$ cat src/rtl/pcmd_pkg.sv
package pcmd_pkg;
  localparam int CMD_W = 15;
  localparam int IR_W  = 4;
  localparam logic [IR_W-1:0] PCMD_OPCODE = 4'h5;
  typedef logic [CMD_W-1:0] cmd_t;
endpackage

$ cat src/rtl/pcmd_shift.sv
module pcmd_shift #(
  parameter int W = 15
) (
  input  logic         tck_i,
  input  logic         rst_ni,
  input  logic         capture_i,
  input  logic         shift_i,
  input  logic         tdi_i,
  input  logic [W-1:0] par_i,
  output logic         tdo_o,
  output logic [W-1:0] par_o
);
  logic [W-1:0] sr_q;

  always_ff @(posedge tck_i or negedge rst_ni) begin
    if (!rst_ni)        sr_q <= '0;
    else if (capture_i) sr_q <= par_i;
    else if (shift_i)   sr_q <= {tdi_i, sr_q[W-1:1]};
  end

  assign tdo_o = sr_q[0];
  assign par_o = sr_q;


  capture_load_chk: assert property (@(posedge tck_i) disable iff (!rst_ni)
    capture_i |=> sr_q == $past(par_i));

  shift_lsb_first_chk: assert property (@(posedge tck_i) disable iff (!rst_ni)
    (shift_i && !capture_i) |=> (sr_q[W-1] == $past(tdi_i)) && (sr_q[W-2:0] == $past(sr_q[W-1:1])));

  chain_hold_chk: assert property (@(posedge tck_i) disable iff (!rst_ni)
    (!shift_i && !capture_i) |=> $stable(sr_q));
endmodule

$ cat src/rtl/pcmd_update.sv
module pcmd_update #(
  parameter int W = 15
) (
  input  logic         tck_i,
  input  logic         rst_ni,
  input  logic         update_i,
  input  logic [W-1:0] d_i,
  output logic [W-1:0] cmd_o,
  output logic         valid_o
);
  logic [W-1:0] cmd_q;
  logic         valid_q;

  always_ff @(posedge tck_i or negedge rst_ni) begin
    if (!rst_ni) begin
      cmd_q   <= '0;
      valid_q <= 1'b0;
    end else begin
      valid_q <= update_i;
      if (update_i) cmd_q <= d_i;
    end
  end

  assign cmd_o   = cmd_q;
  assign valid_o = valid_q;


  update_apply_chk: assert property (@(posedge tck_i) disable iff (!rst_ni)
    update_i |=> (cmd_q == $past(d_i)) && valid_q);

  cmd_hold_chk: assert property (@(posedge tck_i) disable iff (!rst_ni)
    !update_i |=> $stable(cmd_q) && !valid_q);
endmodule

$ cat src/rtl/pcmd_exec.sv
module pcmd_exec (
  input  logic tck_i,
  input  logic rst_ni,
  input  logic run_i,
  output logic exec_o
);
  logic exec_q;

  always_ff @(posedge tck_i or negedge rst_ni) begin
    if (!rst_ni) exec_q <= 1'b0;
    else         exec_q <= run_i;
  end

  assign exec_o = exec_q;


  exec_pulse_chk: assert property (@(posedge tck_i) disable iff (!rst_ni)
    run_i |=> exec_q);

  exec_quiet_chk: assert property (@(posedge tck_i) disable iff (!rst_ni)
    !run_i |=> !exec_q);
endmodule

$ cat src/rtl/jtag_pcmd_dr.sv
module jtag_pcmd_dr #(
  parameter int CMD_W = pcmd_pkg::CMD_W,
  parameter int IR_W  = pcmd_pkg::IR_W,
  parameter logic [IR_W-1:0] OPCODE = pcmd_pkg::PCMD_OPCODE
) (
  input  logic             tck_i,
  input  logic             rst_ni,
  input  logic [IR_W-1:0]  ir_i,
  input  logic             capture_dr_i,
  input  logic             shift_dr_i,
  input  logic             update_dr_i,
  input  logic             run_idle_i,
  input  logic             tdi_i,
  output logic             tdo_o,
  input  logic [CMD_W-1:0] result_i,
  output logic [CMD_W-1:0] cmd_o,
  output logic             cmd_valid_o,
  output logic             exec_o
);
  logic             sel;
  logic [CMD_W-1:0] chain;

  assign sel = (ir_i == OPCODE);

  pcmd_shift #(.W(CMD_W)) u_shift (
    .tck_i    (tck_i),
    .rst_ni   (rst_ni),
    .capture_i(sel & capture_dr_i),
    .shift_i  (sel & shift_dr_i),
    .tdi_i    (tdi_i),
    .par_i    (result_i),
    .tdo_o    (tdo_o),
    .par_o    (chain)
  );

  pcmd_update #(.W(CMD_W)) u_update (
    .tck_i   (tck_i),
    .rst_ni  (rst_ni),
    .update_i(sel & update_dr_i),
    .d_i     (chain),
    .cmd_o   (cmd_o),
    .valid_o (cmd_valid_o)
  );

  pcmd_exec u_exec (
    .tck_i (tck_i),
    .rst_ni(rst_ni),
    .run_i (sel & run_idle_i),
    .exec_o(exec_o)
  );


  unsel_hold_chk: assert property (@(posedge tck_i) disable iff (!rst_ni)
    !sel |=> $stable(cmd_o) && $stable(tdo_o) && !exec_o && !cmd_valid_o);

  reset_clear_chk: assert property (@(posedge tck_i)
    !rst_ni |-> (cmd_o == '0) && !tdo_o && !exec_o && !cmd_valid_o);
endmodule

$ cat config.mk
export PLATFORM = sky130hd
export DESIGN_NAME = jtag_pcmd_dr
export DESIGN_NICKNAME = d
export VERILOG_FILES = /design/src/rtl/pcmd_pkg.sv /design/src/rtl/pcmd_shift.sv /design/src/rtl/pcmd_update.sv /design/src/rtl/pcmd_exec.sv /design/src/rtl/jtag_pcmd_dr.sv
export SDC_FILE = /design/constraint.sdc
export NUM_CORES = 1
export LEC_CHECK = 0
export ABC_AREA = 1
export CAP_MARGIN = 20
export CORE_AREA = 2 2 65 79
export DETAILED_ROUTE_END_ITERATION = 8
export DIE_AREA = 0 0 67 81
export DONT_BUFFER_PORTS = 1
export MAX_ROUTING_LAYER = met4
export PLACE_DENSITY_LB_ADDON = 0.25
export SETUP_SLACK_MARGIN = 0.02
export SYNTH_ARGS = -nofsm -noshare
export SYNTH_HDL_FRONTEND = slang
export SYNTH_SLANG_ARGS = --single-unit
$ cat constraint.sdc
create_clock -name tck_i -period 1.1 [get_ports tck_i]
set_input_delay 0.22 -clock tck_i [delete_from_list [all_inputs] [get_ports tck_i]]
set_output_delay 0.22 -clock tck_i [all_outputs]
set_load 0.01 [all_outputs]
==> run metrics <==
type of element capturing the critical path=output port; worst supply voltage drop on vdd=483.1 uV; clock latency at the later pin of the worst-skew pair=between 0.2 and 0.3 ns; DR DRC count=0; minimum hold slack=around 0.043 ns; Static Leak=around 1 nW; Fill cells=about 550; # Max-Cap Violations=0; cell area after technology mapping=~0.0016 mm^2; setup_tns=0 ns; full die area=between 0.005 and 0.006 mm^2; Total GRT Usage=~15%; overall die height=around 80 um; deepest level of the CTS H-tree=2; Worst Setup Slack post-DPL=between 0.02 and 0.025 ns; sequential-to-total area share from yosys stat=between 50% and 60%; power share of the sequential group=54.4%; post-detailed-route wirelength per cell=12.67 um; initial antenna violation count=0; setup repair after global routing missed its margin=no; Post-Place Cell Area=0.001652 mm^2; remaining antenna violation count=0; post-layout instance area=0.001778 mm^2; slew margin rel.=between 70% and 80%; total chip power=2.967 mW; number of global-route vias before repair=between 1000 and 1500; antenna diode count=0; Post-CTS Resized=0; maximum clock path buffer count=2; required time worst endpoint=~0.88 ns; post-synthesis net count=230; Cell Count, Final, Fillers Out=roughly 270; CTS root buffer=clkbuf_8; number of endpoints with negative hold slack in the final report=0; achievable frequency=around 1100 MHz; post-layout util=around 37%; Max Clock Skew=0.005669 ns; total wire length after detailed routing=roughly 3400 um; PwrDens=~1700 mW/mm^2; Comb pwr share=between 10% and 20%; DRT Pass-1 Iters=4; clock slew at the register clock pins of the worst setup and hold paths=0.07 ns; cell total after placement=between 200 and 300; CTS buffer count=5; share of total power consumed by net switching=28.73%; fin crit period=0.9341 ns; core region area=between 0.004 and 0.005 mm^2; Ys Warns=0; clock power share=between 30% and 40%; kind of critical path=reg2out; number of ports placed on the die boundary=44; largest net degree at the start of global routing=33; Final HPWL DP=between 2000 and 2500 um; distinct cell type count of the synthesized netlist=19; final max-slew violation count=0; standard-cell row count=28; Layout area overhead=11.63%; number of synthesized register bits=32; iteration-0 DRC count of the detailed router=26; Vias per Instance=4.669; status=completed; starting density of the core=around a third; largest driver fanout on the critical path=2; number of sinks on the clock net=32; net switching component of the power=between 800 and 900 uW; final setup violation count=0; Hold/Removal Path Class=in2reg; Chip Width=about 67 um; Worst Setup Slack, final=0.1659 ns; final cycle utilization of the critical path=a little over four fifths; GPL Wtd Cong=0.6864; count of buffers inserted at the top-level ports=0; synthesized instance count=roughly 200; CP startpoint kind=flip-flop; vias=between 1000 and 1500; CP Data Arrival Time=0.71 ns; fraction of layout cells with a size suffix above 1=between 10% and 20%; post-synthesis average cell area=a little under 8 um^2; worst-margin pin slew=roughly 0.34 ns; global-route wire length before repair=between 5000 and 6000 um; clock tree from TritonCTS=done; residual overflow from global routing=0; final-stage net count=roughly 240; Internal Pwr Total=around 2.1 mW
[sequential cells by signal (all words and copies together), names as in the netlist]
name,flops
u_update.valid_o,1
u_exec.exec_o,1
u_update.cmd_o,15
u_shift.par_o,15
[area by class of cell]
cell class | count | area [um^2] | area share, %
timing repair buffer | 8 | 75.07 | 4.222
sequential | 32 | 800.8 | 45.04
multi-input combinational | 129 | 606.8 | 34.13
tap | 60 | 75.07 | 4.222
clock buffer | 7 | 96.34 | 5.419
inverter | 33 | 123.9 | 6.967
[synthesized netlist by cell type (all sizes together)]
library cell,number,area [um^2]
nand3b,1,7.510
buf,9,57.55
inv,32,120.1
nand3,16,85.08
clkbuf,1,3.750
nor2,6,52.55
nand4,15,93.84
nand2,76,292.8
dfrtp,32,800.8
clkinv,1,3.750
o21ai,15,75.07
[layer usage]
layer | track usage [%] | vias to the layer above | wire length [um]
li1 | - | 646 | -
met2 | 23.27 | 36 | 1524
met4 | 7.551 | 0 | 110
met1 | 17.62 | 565 | 1615
met3 | 3.601 | 9 | 157
met5 | - | - | 0
[what timing repair did]
item,in CTS,in global routing
endpoints found under the hold margin,32,0
setup buffers,0,0
hold buffers,2,0
[logic make-up (layout without fill, tap and decap cells)]
group                  after synthesis  count (layout)  synth area share, %
flip-flops                          32              32                50.28
buffers and inverters               43              48                11.63
AO/OA/AOI/OAI                       15              15                4.713
AND/OR/NAND/NOR                    114             114                33.39
[worst paths after layout]
| path | cells past startpoint | startpoint | slack [ns] | to |
|---|---|---|---|---|
| max reg2reg | 4 | u_shift.par_o[1] | 0.35 | u_shift.par_o[0] |
| min in group asynchronous | 2 | rst_ni | 0.38 | u_update.cmd_o[0] |
| min reg2reg | 2 | u_shift.par_o[6] | 0.51 | u_shift.par_o[6] |
| min | 2 | run_idle_i | 0.04 | u_exec.exec_o |
| max | 0 | u_update.cmd_o[14] | 0.17 | cmd_o[14] |
| max in group asynchronous | 2 | rst_ni | 0.54 | u_update.cmd_o[10] |
[layout by cell type, fill, tap and decap left out, types with 2 or more instances in the layout]
| cell type | n |
|---|---|
| buf_4 | 6 |
| clkbuf_8 | 7 |
| dfrtp_1 | 32 |
| inv_1 | 30 |
| inv_2 | 2 |
| nand2_1 | 75 |
| nand3_1 | 15 |
| nand4_1 | 15 |
| nor2_1 | 2 |
| nor2_4 | 4 |
| o21ai_0 | 5 |
| o21ai_1 | 10 |
[power groups by stage]
stage / registers [mW] / clock network (mW) / logic, mW
3_3_place_gp: 1.64 / 0 / 0.352
2_1_floorplan: 1.58 / 0 / 0.321
3_5_place_dp: 1.64 / 0 / 0.359
5_1_grt: 1.65 / 1.05 / 0.468
6_report: 1.61 / 0.965 / 0.387
4_1_cts: 1.62 / 0.994 / 0.396
No activity file was read; power rests on OpenSTA's default activity.
